<file path="config.mk">
export PLATFORM = sky130hd
export DESIGN_NAME = burst_ready_tracker
export DESIGN_NICKNAME = d
export VERILOG_FILES = /design/src/rtl/burst_ready_tracker_pkg.sv /design/src/rtl/brt_ready_qual.sv /design/src/rtl/brt_beat_ctr.sv /design/src/rtl/burst_ready_tracker.sv
export SDC_FILE = /design/constraint.sdc
export NUM_CORES = 1
export LEC_CHECK = 0
export ABC_CLOCK_PERIOD_IN_PS = 4400
export BUFFER_PORTS_ARGS = -buffer_cell sky130_fd_sc_hd__clkbuf_2
export CORE_AREA = 2 2 39 41
export DETAILED_ROUTE_END_ITERATION = 6
export DIE_AREA = 0 0 41 43
export HOLD_SLACK_MARGIN = 0.05
export SLEW_MARGIN = 20
export SYNTH_ARGS = -nofsm -noshare
export SYNTH_HDL_FRONTEND = slang
export SYNTH_SLANG_ARGS = --single-unit
</file>
<file path="constraint.sdc">
create_clock -name clk -period 4.4 [get_ports clk]
set_clock_uncertainty 0.2 [all_clocks]
set_input_delay 0 -clock clk [delete_from_list [all_inputs] [get_ports clk]]
set_output_delay 0 -clock clk [all_outputs]
set_load 0.02 [all_outputs]
</file>
<file path="src/rtl/burst_ready_tracker_pkg.sv">
package burst_ready_tracker_pkg;
  typedef enum logic {
    CYC_IDLE   = 1'b0,
    CYC_ACTIVE = 1'b1
  } cyc_state_e;
endpackage

</file>
<file path="src/rtl/brt_ready_qual.sv">
module brt_ready_qual (
  input  logic active_i,
  input  logic fill_i,
  input  logic at_last_i,
  input  logic rdy_i,
  input  logic brdy_i,
  output logic xfer_o,
  output logic done_o,
  output logic abort_o
);
  logic burst_ends;

  // a burst ready only closes the cycle on the final beat or on a single cycle
  assign burst_ends = brdy_i & (~fill_i | at_last_i);

  always_comb begin
    xfer_o  = active_i & (rdy_i | brdy_i);
    // non-burst ready wins over burst ready and ends the cycle at once
    done_o  = active_i & (rdy_i | burst_ends);
    abort_o = active_i & rdy_i & fill_i & ~at_last_i;
  end
endmodule

</file>
<file path="src/rtl/brt_beat_ctr.sv">
module brt_beat_ctr #(
  parameter int BEATS = 4,
  localparam int CW = $clog2(BEATS + 1)
) (
  input  logic          clk,
  input  logic          rst_n,
  input  logic          clear_i,
  input  logic          inc_i,
  output logic [CW-1:0] cnt_o,
  output logic          at_last_o
);
  localparam logic [CW-1:0] LAST_IDX = CW'(BEATS - 1);
  localparam logic [CW-1:0] MAX_CNT  = CW'(BEATS);

  logic [CW-1:0] cnt_q;

  always_ff @(posedge clk) begin
    if (!rst_n) begin
      cnt_q <= '0;
    end else if (clear_i) begin
      cnt_q <= '0;
    end else if (inc_i && (cnt_q < MAX_CNT)) begin
      cnt_q <= cnt_q + 1'b1;
    end
  end

  generate
    if (BEATS == 1) begin : g_single_beat
      assign at_last_o = 1'b1;
    end else begin : g_multi_beat
      assign at_last_o = (cnt_q == LAST_IDX);
    end
  endgenerate

  assign cnt_o = cnt_q;
endmodule

</file>
<file path="src/rtl/burst_ready_tracker.sv">
module burst_ready_tracker
  import burst_ready_tracker_pkg::*;
#(
  parameter int BEATS = 4,
  localparam int CW = $clog2(BEATS + 1)
) (
  input  logic          clk,
  input  logic          rst_n,
  input  logic          strobe_i,
  input  logic          fill_i,
  input  logic          rdy_i,
  input  logic          brdy_i,
  output logic          busy_o,
  output logic          xfer_o,
  output logic [CW-1:0] xfer_cnt_o,
  output logic          last_n_o,
  output logic          done_o,
  output logic          abort_o
);
  cyc_state_e state_q;
  logic       fill_q;
  logic       active;
  logic       accept;
  logic       at_last;
  logic       xfer;
  logic       done;
  logic       abort;
  logic       last_now;

  assign active = (state_q == CYC_ACTIVE);
  // strobe is honoured only when idle; its clock is the cycle's first clock
  assign accept = (state_q == CYC_IDLE) & strobe_i;

  always_ff @(posedge clk) begin
    if (!rst_n) begin
      state_q <= CYC_IDLE;
      fill_q  <= 1'b0;
    end else begin
      unique case (state_q)
        CYC_IDLE: begin
          if (strobe_i) begin
            state_q <= CYC_ACTIVE;
            fill_q  <= fill_i;
          end
        end
        CYC_ACTIVE: begin
          if (done) state_q <= CYC_IDLE;
        end
        default: state_q <= CYC_IDLE;
      endcase
    end
  end

  brt_beat_ctr #(.BEATS(BEATS)) ctr_i (
    .clk       (clk),
    .rst_n     (rst_n),
    .clear_i   (accept),
    .inc_i     (xfer),
    .cnt_o     (xfer_cnt_o),
    .at_last_o (at_last)
  );

  brt_ready_qual qual_i (
    .active_i  (active),
    .fill_i    (fill_q),
    .at_last_i (at_last),
    .rdy_i     (rdy_i),
    .brdy_i    (brdy_i),
    .xfer_o    (xfer),
    .done_o    (done),
    .abort_o   (abort)
  );

  // last warning: single cycle from its strobe clock on, fill on its final beat
  always_comb begin
    last_now = (accept & (~fill_i | (BEATS == 1))) | (active & (~fill_q | at_last));
    last_n_o = ~last_now;
  end

  assign busy_o  = active;
  assign xfer_o  = xfer;
  assign done_o  = done;
  assign abort_o = abort;

  AST_IDLE_NO_XFER: assert property (@(posedge clk) disable iff (!rst_n)
    !busy_o |-> (!xfer_o && !done_o));
  AST_STROBE_STARTS: assert property (@(posedge clk) disable iff (!rst_n)
    (!busy_o && strobe_i) |=> (busy_o && xfer_cnt_o == '0));
  AST_WAIT_HOLDS: assert property (@(posedge clk) disable iff (!rst_n)
    (busy_o && !rdy_i && !brdy_i) |=> (busy_o && $stable(xfer_cnt_o)));
  AST_DONE_ENDS: assert property (@(posedge clk) disable iff (!rst_n)
    done_o |=> !busy_o);
  AST_XFER_COUNTS: assert property (@(posedge clk) disable iff (!rst_n)
    (xfer_o && xfer_cnt_o < CW'(BEATS)) |=> (xfer_cnt_o == $past(xfer_cnt_o) + 1'b1));
  AST_ABORT_ON_RDY: assert property (@(posedge clk) disable iff (!rst_n)
    abort_o |-> (done_o && rdy_i && xfer_cnt_o < CW'(BEATS - 1)));
  AST_BUSY_HOLDS: assert property (@(posedge clk) disable iff (!rst_n)
    (busy_o && !done_o) |=> busy_o);
  AST_CNT_BOUND: assert property (@(posedge clk) disable iff (!rst_n)
    xfer_cnt_o <= CW'(BEATS));
endmodule

</file>
# Word-level counts from Yosys, hierarchy flattened
# Cells that the tools add are included.
# classes
eq_ne,1
n_mux,3
reduce_logical,3
n_lt_le_gt_ge,1
bitwise,19
add_sub_neg,1
# op_table
op,count
$and A1 B1 Y1,9
$not A1 Y1,6
$or A1 B1 Y1,4
$add A3 B1 Y3 const B,1
$eq A3 B2 Y1 const B,1
$lt A3 B3 Y1 const B,1
$mux W1,2
$pmux W1 S2,1
$reduce_and A2 Y1,1
$reduce_or A2 Y1,1
$logic_and A1 B1 Y1,1
# totals
out_inout_bits,8
wordCells,31
reg_bits,5
in_bits,6

# Depth between registers and ports, before layout
# Gate-level depths: netlist (run 1).
# depth
ltp_word,7
depth_mapped,5
mapped_depth_nobuf,5

# Modules after synthesis
# A second synthesis (run 1) with hierarchy kept.
# unflattened
cells_unflattened,31
area_unflattened_um2,282.8
# modules_own_cells
module,cells_each,area_each_um2,seq_area_each_um2,instances
brt_beat_ctr,14,146.4,60.1,1
burst_ready_tracker,11,96.3,40.0,1
brt_ready_qual,6,40.0,0.0,1

# Worst setup path after synthesis (run 1)
# OpenSTA, ideal clock, no wires.
# synth_path
kind,flip-flop to flip-flop
from,"reg ctr_i.cnt_q[0], in the netlist ctr_i.cnt_o[0]"
to,"reg state_q, in the netlist busy_o"
slack_ps,2883
t_arrival_ps,1247
path_buffers,0
path_stages_with_launch,6
required_ps,4129
synth_period_minus_slack_ps,1517
setup_time_ps,71
path_cell_list,dfxtp_1 ha_1 ha_1 nand2b_1 a211oi_1 o21bai_1
# synth_between
elab_chain_len,7
# synth_rtl
item,line,rtl
from (decl),brt_beat_ctr.sv:15,logic [CW-1:0] cnt_q;
from (signal assigned),brt_beat_ctr.sv:23,cnt_q <= cnt_q + 1'b1;
$eq A3 B2 Y1,brt_beat_ctr.sv:31,assign at_last_o = (cnt_q == LAST_IDX);
$or A1 B1 Y1,brt_ready_qual.sv:14,assign burst_ends = brdy_i & (~fill_i | at_last_i);
$and A1 B1 Y1,brt_ready_qual.sv:14,
$or A1 B1 Y1,brt_ready_qual.sv:19,done_o = active_i & (rdy_i | burst_ends);
$and A1 B1 Y1,brt_ready_qual.sv:19,
$mux W1,burst_ready_tracker.sv:47,if (done) state_q <= CYC_IDLE;
$pmux W1 S2,burst_ready_tracker.sv:39,unique case (state_q)
to (signal assigned),burst_ready_tracker.sv:42,state_q <= CYC_ACTIVE;
to (signal assigned),burst_ready_tracker.sv:47,
to (signal assigned),burst_ready_tracker.sv:49,default: state_q <= CYC_IDLE;
to (decl),burst_ready_tracker.sv:20,cyc_state_e state_q;
# Every way passes these cells.
# A chain may end at the register's enable or synchronous reset.

# Worst setup path in the final report (run 1)
# Same ends and word-level chain as after synthesis.

==> results of run 1 <==
-- synth_stat cells --
library cell  n  area [um2]
nand3_1       1        5.00
mux2i_1       1        10.0
a21oi_2       1        8.76
inv_1         3        11.3
o21ai_2       1        8.76
o21ai_0       3        15.0
ha_1          2        25.0
nor2b_1       2        12.5
nor2_1        2        7.51
nand2b_1      2        12.5
a21oi_1       3        15.0
a211oi_1      1        7.51
dfxtp_1       5         100
nand2_1       3        11.3
nor3b_1       1        7.51
or3_1         1        6.26
o21bai_1      1        7.51
-- sequential cells by signal (all words and copies together) (netlist names) --
| register | cells |
|---|---|
| busy_o | 1 |
| ctr_i.cnt_o | 3 |
| fill_q | 1 |
-- logic make-up (layout without fill, tap and decap cells) --
logic type,after synthesis,count (layout),synth area share [%]
flops,5,5,36.9
buf+inv,3,26,4.15
compound gates,10,10,23.0
simple gates,12,12,23.0
mux,1,1,3.69
fa+ha+maj,2,2,9.22
-- area by class of cell --
| cell class | instances | share of cell area (%) |
|---|---|---|
| sequential | 5 | 22.6 |
| tap | 16 | 4.52 |
| multi-input combinational | 25 | 36.2 |
| timing repair buffer | 19 | 28.2 |
| inverter | 3 | 2.54 |
| clock buffer | 4 | 5.93 |
-- routing by layer --
layer | routed length [um] | GRT usage (%) | share of wire, % | vias up
met5 | 0 | 0 | 0 | -
met4 | 0 | 4.00 | 0 | 0
met3 | 64 | 7.85 | 9.5 | 0
met2 | 257 | 11.3 | 38 | 13
met1 | 350 | 11.6 | 52 | 139
li1 | - | - | - | 158
-- worst min path at each step --
stage / from / end / slack (ps) / depth (start not counted)
global route: rdy_i / ctr_i.cnt_o[0] / 120 / 4
global placement: fill_i / fill_q / 70 / 3
CTS: rdy_i / ctr_i.cnt_o[0] / 60 / 4
finish: rdy_i / ctr_i.cnt_o[0] / 70 / 4
detailed placement: rst_n / fill_q / 60 / 3
floorplan: rdy_i / abort_o / -70 / 2
-- stage by stage --
step | util (%) | instance area (um2)
floorplan | - | 272
global placement | 25.8 | 357
detailed placement | 25.8 | 357
CTS | 32.0 | 443
global route | 32.0 | 443
finish | 32.0 | 443
-- what timing repair did --
item / in CTS / in global routing
buffers inserted: 0 / 0
hold buffers: 6 / 0
hold endpoints to repair: 5 / 0
-- power by group --
group | total [W] | switching, W | leakage [nW] | internal, W
logic | 0.0000253 | 0.0000135 | 0.154 | 0.0000118
registers | 0.0000494 | 0.00000221 | 0.0408 | 0.0000472
clock network | 0.0000562 | 0.0000217 | 0.0150 | 0.0000345
-- worst register-to-register path, cell delays in order, from the launching register on --
cell,delay (ps)
dfxtp_1,330
ha_1,200
ha_1,160
nand2b_1,190
a211oi_1,230
o21bai_1,130
dlygate4sd3_1,550
==> results_dict.tcl, run 1 <==
set metrics [dict create \
    outcome "complete, no violations" \
    port_buffers 13 \
    reg2reg_depth 6 \
    num_rows 14 \
    netlist_instances 33 \
    clock_latency_ps 250 \
    cts_made_buffers 3 \
    cts_buffer_depth 2 \
    worst-path-max-fanout 4 \
    report.final.slew_viol_count 0 \
    rsz0062_at_grt "no" \
    ys_warn_count 0 \
    drive_gt1_share_pct 32.1 \
    tightest_slew_ps 257 \
    gp_congestion 0.708 \
    setup_viol 0 \
    worst-setup-path-type "flop to flop" \
    synth_seq_cells 5 \
    drtIter0Drc 3 \
    crit_slowest_cell "dlygate4sd3_1" \
    grt_max_degree 9 \
    cp_top_family "buffers and inverters" \
    route.detailed.drc 0 \
    fill_cells 147 \
    critPathBufInv 1 \
    max_stage_delay_ps 550 \
    fin_cells 72 \
    area_growth_pct 63.1 \
    dp_cells 62 \
    dp_slack_ps 2900 \
    drtPass1Iterations 2 \
    drv_cap 0 \
    h-tree-depth 1 \
    leakagePower_nw 0.210 \
    arrival_ps 2040 \
    grt_pass1_vias 260 \
    crit_required_ps 4400 \
    synth_cell_types 17 \
    start_kind "flop" \
    mostFrequentLayoutCells "13 x clkbuf_2, 6 x dlygate4sd3_1, 5 x dfxtp_1" \
    chipWidth_um 41 \
    wirelength_um 672 \
    ctsResizeCount 0 \
    layout_min_cycle_time_ps 2040 \
    cts_tree "yes" \
    layout_commonest_cell "clkbuf_2" \
    hpwl_um 452 \
    p_per_area_nw_per_um2 296 \
    final_nets 65 \
    setup_tns_ps 0 \
    multi_input_area_um2 160 \
    r2r_start "ctr_i.cnt_o[0]" \
    startpoint "ctr_i.cnt_o[0]" \
    r2r_slack_ps 2360 \
    start_util_pct 19.6 \
    routed_via_density 4.31 \
    crit_top_cell "ha_1" \
    clockRootBuffer "clkbuf_4" \
    crit_end "busy_o" \
    hold_viol 0 \
    holdWs_ps 73.2 \
    finalCritPeriodShare_pct 46.4 \
    layout.area.seq_um2 100 \
    cts.clk_slew.worst_paths_ps 50 \
    relSlewSlack_pct 82.9 \
    synth_seq_area_share_pct 36.9 \
    dieArea_um2 1760 \
    fp.dieH_um 43 \
    max-vdd-ir-drop_mv 0.142 \
    grt_use_total_pct 9.35 \
    clock-sinks 5 \
    gr-total-overflow 0 \
    cp-end-kind "flop" \
    max_freq_mhz 490 \
    finalPower_w 0.000131 \
    antenna_found_initial 0 \
    reg2reg_to "busy_o" \
    crit_chain "ha_1 -> ha_1 -> nand2b_1 -> a211oi_1 -> o21bai_1 -> dlygate4sd3_1" \
    avgSynthCellArea_um2 8.23 \
    final_antenna_net_count 0 \
    core_area_um2 1380 \
    hold_class "input port to flop" \
    wire_per_inst_um 9.33 \
    cp.depth 6 \
    worst_slack_ps 2360 \
    grt_pass1_wl_um 1050 \
    io_pins 14 \
    diodes 0 \
    synthesis.nets 41 \
    num_vias 310 \
    synth.cell_area_um2 272 \
]
No activity file was read; power rests on OpenSTA's default activity.
==> run 2: changes to the inputs <==
ABC_AREA = 1   (was unset)
ABC_CLOCK_PERIOD_IN_PS = 1700   (was 4400)
clock period = 1.7 ns   (was 4.4 ns; I/O delays follow)
==> run 2 against run 1 <==
Compared with the run above:
- worst setup slack worse by 2200 ps
- count of clock-buffer cells in the layout did not move
- power grew to 2.6 times the previous value
- utilization down 0.45 points
- fmax grew 30%
- synthesized area decreased by 4.6%
- final cell count up 6.9%
- clock power grew 140%
- synthesized cell count rose by 15%
- critical path depth decreased by 1
- combinational power rose to 3.1 times the previous value
- critical endpoint is now fill_q
- largest power group unchanged
==> results_dict.tcl, run 2 <==
set metrics [dict create \
    route.detailed.drc 0 \
    num_rows 14 \
    power_frac_seq_pct 38.2 \
    start_util_pct 18.7 \
    grt_pass1_wl_um 938 \
    synth_top_area_cell "dfxtp_1" \
    clock_latency_ps 240 \
    h-tree-depth 1 \
    diodes 0 \
    hold_viol 0 \
    core_area_um2 1380 \
    clock-sinks 5 \
    synth_seq_cells 5 \
    final_antenna_net_count 0 \
    synth_cell_types 9 \
    synth-edff-count 0 \
    setup_tns_ps 0 \
    switching_share_pct 27.9 \
    largest_reg_flops 3 \
    cts_buffer_depth 2 \
    relSlewSlack_pct 84.6 \
    io_pins 14 \
    cts.clk_slew.worst_paths_ps 40 \
    finalCritPeriodShare_pct 92.6 \
    leakagePower_nw 0.219 \
    start_kind "flop" \
    worst-setup-path-type "flop to flop" \
    drtPass1Iterations 2 \
    drive_gt1_share_pct 32.8 \
    fill_cells 163 \
    p_comb_share_pct 23.0 \
    area_growth_pct 68.6 \
    antenna_found_initial 0 \
    wire_per_inst_um 7.56 \
    synthFlopType "dfxtp_1" \
    ys_top_cells_by_area "dfxtp_1 39%, nand2_1 14%, ha_1 9.7%, inv_1 8.7%, a21oi_1 7.7%" \
    crit_required_ps 1620 \
    grt_max_degree 8 \
    gp_congestion 0.657 \
    async_flop_share_pct 0 \
    drv_cap 0 \
    grt_use_total_pct 8.23 \
    outcome "complete, no violations" \
    p_clk_share_pct 38.8 \
    tightest_slew_ps 231 \
    ys_warn_count 0 \
    cts_tree "yes" \
    synth_most_common_cell "nand2_1" \
    synth.cell_area_um2 259 \
    clockRootBuffer "clkbuf_4" \
    dieArea_um2 1760 \
    switching_power_w 0.0000959 \
    max_freq_mhz 635 \
    netlist_instances 38 \
    worst-path-max-fanout 7 \
    report.final.slew_viol_count 0 \
    p_per_area_nw_per_um2 788 \
    layout_min_cycle_time_ps 1570 \
    cts_made_buffers 3 \
    setup_viol 0 \
    mostFrequentLayoutCells "12 x clkbuf_2, 9 x nand2_1, 6 x inv_1, 6 x dlygate4sd3_1" \
    chipWidth_um 41 \
    cp-end-kind "flop" \
    synthTopCellsByCount "10 x nand2_1, 6 x inv_1, 5 x dfxtp_1" \
    num_vias 309 \
    holdWs_ps 146 \
    worst_slack_ps 126 \
    routed_via_density 4.01 \
    rsz0062_at_grt "no" \
    max-vdd-ir-drop_mv 0.196 \
    layout_commonest_cell "clkbuf_2" \
    synthesis.nets 46 \
    wirelength_um 582 \
    arrival_ps 1500 \
    hpwl_um 454 \
    fp.dieH_um 43 \
    avgSynthCellArea_um2 6.82 \
    drtIter0Drc 3 \
    synth_seq_area_share_pct 38.6 \
    port_buffers 13 \
    grt_pass1_vias 276 \
    hold_class "input port to primary output" \
    final_nets 70 \
    dp_slack_ps 328 \
    yosysTopAreaCellShare_pct 38.6 \
    p_int_w 0.000248 \
    gr-total-overflow 0 \
]
## run 2: changes by cell type after synthesis, moves of 2 or more
cell / delta
nand2_1: +7
inv_1: +3
nand2_2: +2
nand2b_1: -2
nand3_1: +2
nor2b_1: -2
## run 2: kinds of logic (layout without fill, tap and decap cells)
kind of cell | count (synthesis) | after routing | synth area share, %
AO/OA/AOI/OAI | 7 | 7 | 13.5
adder cells (fa/ha/maj) | 2 | 2 | 9.66
buffers and inverters | 6 | 29 | 8.70
flip-flops | 5 | 5 | 38.6
AND/OR/NAND/NOR | 18 | 18 | 29.5
## run 2: power by group through the flow
stage               clock (W)  sequential (W)  combinational (W)
global route         0.000149        0.000132          0.0000884
global placement            0        0.000132          0.0000645
finish               0.000133        0.000131          0.0000793
floorplan                   0        0.000137          0.0000366
CTS                  0.000139        0.000131          0.0000775
detailed placement          0        0.000133          0.0000651
## run 2: per-layer routing
metal  vias up  GRT usage (%)  wire [um]
met4         0           10.0         14
met3         2           1.57         18
met1       131           7.72        241
li1        169              -          -
met5         -              0          0
met2         7           12.5        307
## run 2: cell type report
class,count,area [um2],share of cell area (%)
timing repair buffer,19,128,29.2
sequential,5,101,23.2
inverter,6,22.5,5.16
clock buffer,4,26.3,6.02
multi-input combinational,27,139,31.8
tap,16,20.0,4.58
## run 2: path summary, 6_finish.rpt
check	start	end	slack, ps	depth (start not counted)
setup / recovery	busy_o	fill_q	130	5
hold / removal	fill_i	last_n_o	150	4
setup reg to reg	busy_o	fill_q	130	5
hold reg to reg	ctr_i.cnt_o[0]	ctr_i.cnt_o[0]	280	2
## run 2: what timing repair did
action | CTS | global route
hold endpoints to repair | 5 | 0
buffers inserted | 0 | 0
endpoints found under the setup margin | 0 | 2
gates resized for setup | 0 | 5
hold buffers | 6 | 0
## run 2: worst max-delay path: stages (launching register included)
cell	delay [ps]
dfxtp_1	360
inv_1	100
nand2_1	80
o21ai_1	130
nor2_1	50
dlygate4sd3_1	550
## run 2: per-stage QoR
| step | std cells | cell area [um2] | utilization (%) | total power, W |
|---|---|---|---|---|
| final | 77 | 437 | 31.6 | 0.000344 |
| after detailed placement | 67 | 344 | 24.9 | 0.000198 |
| after CTS | 77 | 430 | 31.1 | 0.000347 |
| after floorplan | 38 | 259 | - | 0.000173 |
| after global routing | 77 | 437 | 31.6 | 0.000370 |
| after global placement | 67 | 344 | 24.9 | 0.000197 |
==> run 3: changes to the inputs <==
PLACE_DENSITY = 0.55   (was unset)
==> run 3 against run 2 <==
Compared with the run above:
- sequential power barely moved
- register-to-register slack got worse by 99 ps
- utilization rose by 0.81 points
- critical path depth fell by 1
- global-route usage rose by 1.1 points
- first-iteration DRC count did not move
- flip-flop and latch count did not move
- final cell count rose by 1.3%
- count of clock-buffer cells in the layout did not move
- sequential share of layout area fell by 0.30 points
==> results_dict.tcl, run 3 (synthesized netlist as in run 2, its figures left out) <==
set metrics [dict create \
    arrival_ps 1640 \
    final_antenna_net_count 0 \
    layout_min_cycle_time_ps 1670 \
    hpwl_um 445 \
    worst-path-max-fanout 4 \
    hold_class "input port to primary output" \
    setup_viol 0 \
    fin_util_pct 32.4 \
    start_util_pct 18.7 \
    report.final.slew_viol_count 0 \
    finalPower_w 0.000352 \
    io_pins 14 \
    h-tree-depth 1 \
    drtIter0Drc 3 \
    largest_reg_flops 3 \
    clockRootBuffer "clkbuf_4" \
    final_nets 71 \
    crit_slowest_cell "dlygate4sd3_1" \
    routed_via_density 4.04 \
    max_freq_mhz 598 \
    gr-total-overflow 0 \
    cts_made_buffers 3 \
    fill_cells 160 \
    cp-end-kind "flop" \
    drive_gt1_share_pct 33.9 \
    leakagePower_nw 0.221 \
    critPathBufInv 1 \
    grt_max_degree 8 \
    worst-setup-path-type "flop to flop" \
    diodes 0 \
    core_area_um2 1380 \
    wire_per_inst_um 8.19 \
    max-vdd-ir-drop_mv 0.264 \
    dieArea_um2 1760 \
    layout.area.seq_um2 103 \
    relSlewSlack_pct 89.3 \
    antenna_found_initial 0 \
    clock-sinks 5 \
    area_growth_pct 72.9 \
    drv_cap 0 \
    setup_tns_ps 0 \
    mostFrequentLayoutCells "12 x clkbuf_2, 9 x nand2_1, 7 x dlygate4sd3_1" \
    crit_chain "ha_1 -> nand3_1 -> dlygate4sd3_1 -> a21oi_1" \
    finalCritPeriodShare_pct 98.4 \
    design_area_um2 448 \
    port_buffers 13 \
    p_per_area_nw_per_um2 785 \
    tightest_slew_ps 160 \
    gp_congestion 0.640 \
    layout_commonest_cell "clkbuf_2" \
    start_kind "flop" \
    drtPass1Iterations 2 \
    clock_latency_ps 240 \
    cp_top_family "buffers and inverters" \
    num_rows 14 \
    cts_tree "yes" \
    outcome "complete, no violations" \
    chipWidth_um 41 \
    grt_use_total_pct 9.35 \
    multi_input_area_um2 139 \
    hold_viol 0 \
    grt_pass1_wl_um 1090 \
    grt_pass1_vias 303 \
    place_area_um2 344 \
    max_stage_delay_ps 580 \
    wirelength_um 639 \
    crit_required_ps 1670 \
    cts_buffer_depth 2 \
    route.detailed.drc 0 \
    holdWs_ps 123 \
    fp.dieH_um 43 \
    cts.clk_slew.worst_paths_ps 50 \
    num_vias 315 \
    cts_setup_buffers 0 \
    rsz0062_at_grt "no" \
]
run 3: cell count changes in the layout (fill, tap and decap cells not counted), sizes merged:
cell,before,now
dlygate4sd3,6,7
run 3: stage by stage:
step / setup WS, ps / instances
floorplan: 197 / 38
global placement: 351 / 67
detailed placement: 339 / 67
CTS: 20.2 / 78
global route: 2.92 / 78
finish: 26.6 / 78
run 3: worst paths after layout:
check	from	to	slack [ps]	cells past startpoint
worst max-delay path	ctr_i.cnt_o[0]	ctr_i.cnt_o[1]	30	4
worst min-delay path	fill_i	last_n_o	120	4
worst max register to register	ctr_i.cnt_o[0]	ctr_i.cnt_o[1]	30	4
worst min register to register	ctr_i.cnt_o[1]	ctr_i.cnt_o[1]	300	2
run 3: cell type report:
type / instances / share of cell area, %
multi-input combinational: 27 / 31.0
timing repair buffer: 20 / 30.7
sequential: 5 / 22.9
clock buffer: 4 / 5.87
inverter: 6 / 5.03
tap: 16 / 4.47
run 3: report_power, final:
| part | internal, W | switching (W) | total [W] |
|---|---|---|---|
| Clock | 0.0000889 | 0.0000508 | 0.000140 |
| Sequential | 0.000125 | 0.00000706 | 0.000132 |
| Combinational | 0.0000364 | 0.0000438 | 0.0000802 |
run 3: routing by layer:
metal	wire (um)	track usage, %
met1	255	8.71
met2	360	15.9
met3	22	1.57
met4	0	8.00
met5	0	0
run 3: repair_timing:
| item | CTS | global route |
|---|---|---|
| endpoints found under the setup margin | 0 | 3 |
| hold buffers | 7 | 0 |
| gates resized for setup | 0 | 6 |
| endpoints found under the hold margin | 5 | 0 |
run 3: worst reg2reg max path: stages (launching register included):
cell and delay (ps):
dfxtp_2 330, ha_1 270, nand3_1 70, dlygate4sd3_1 580, a21oi_1 140
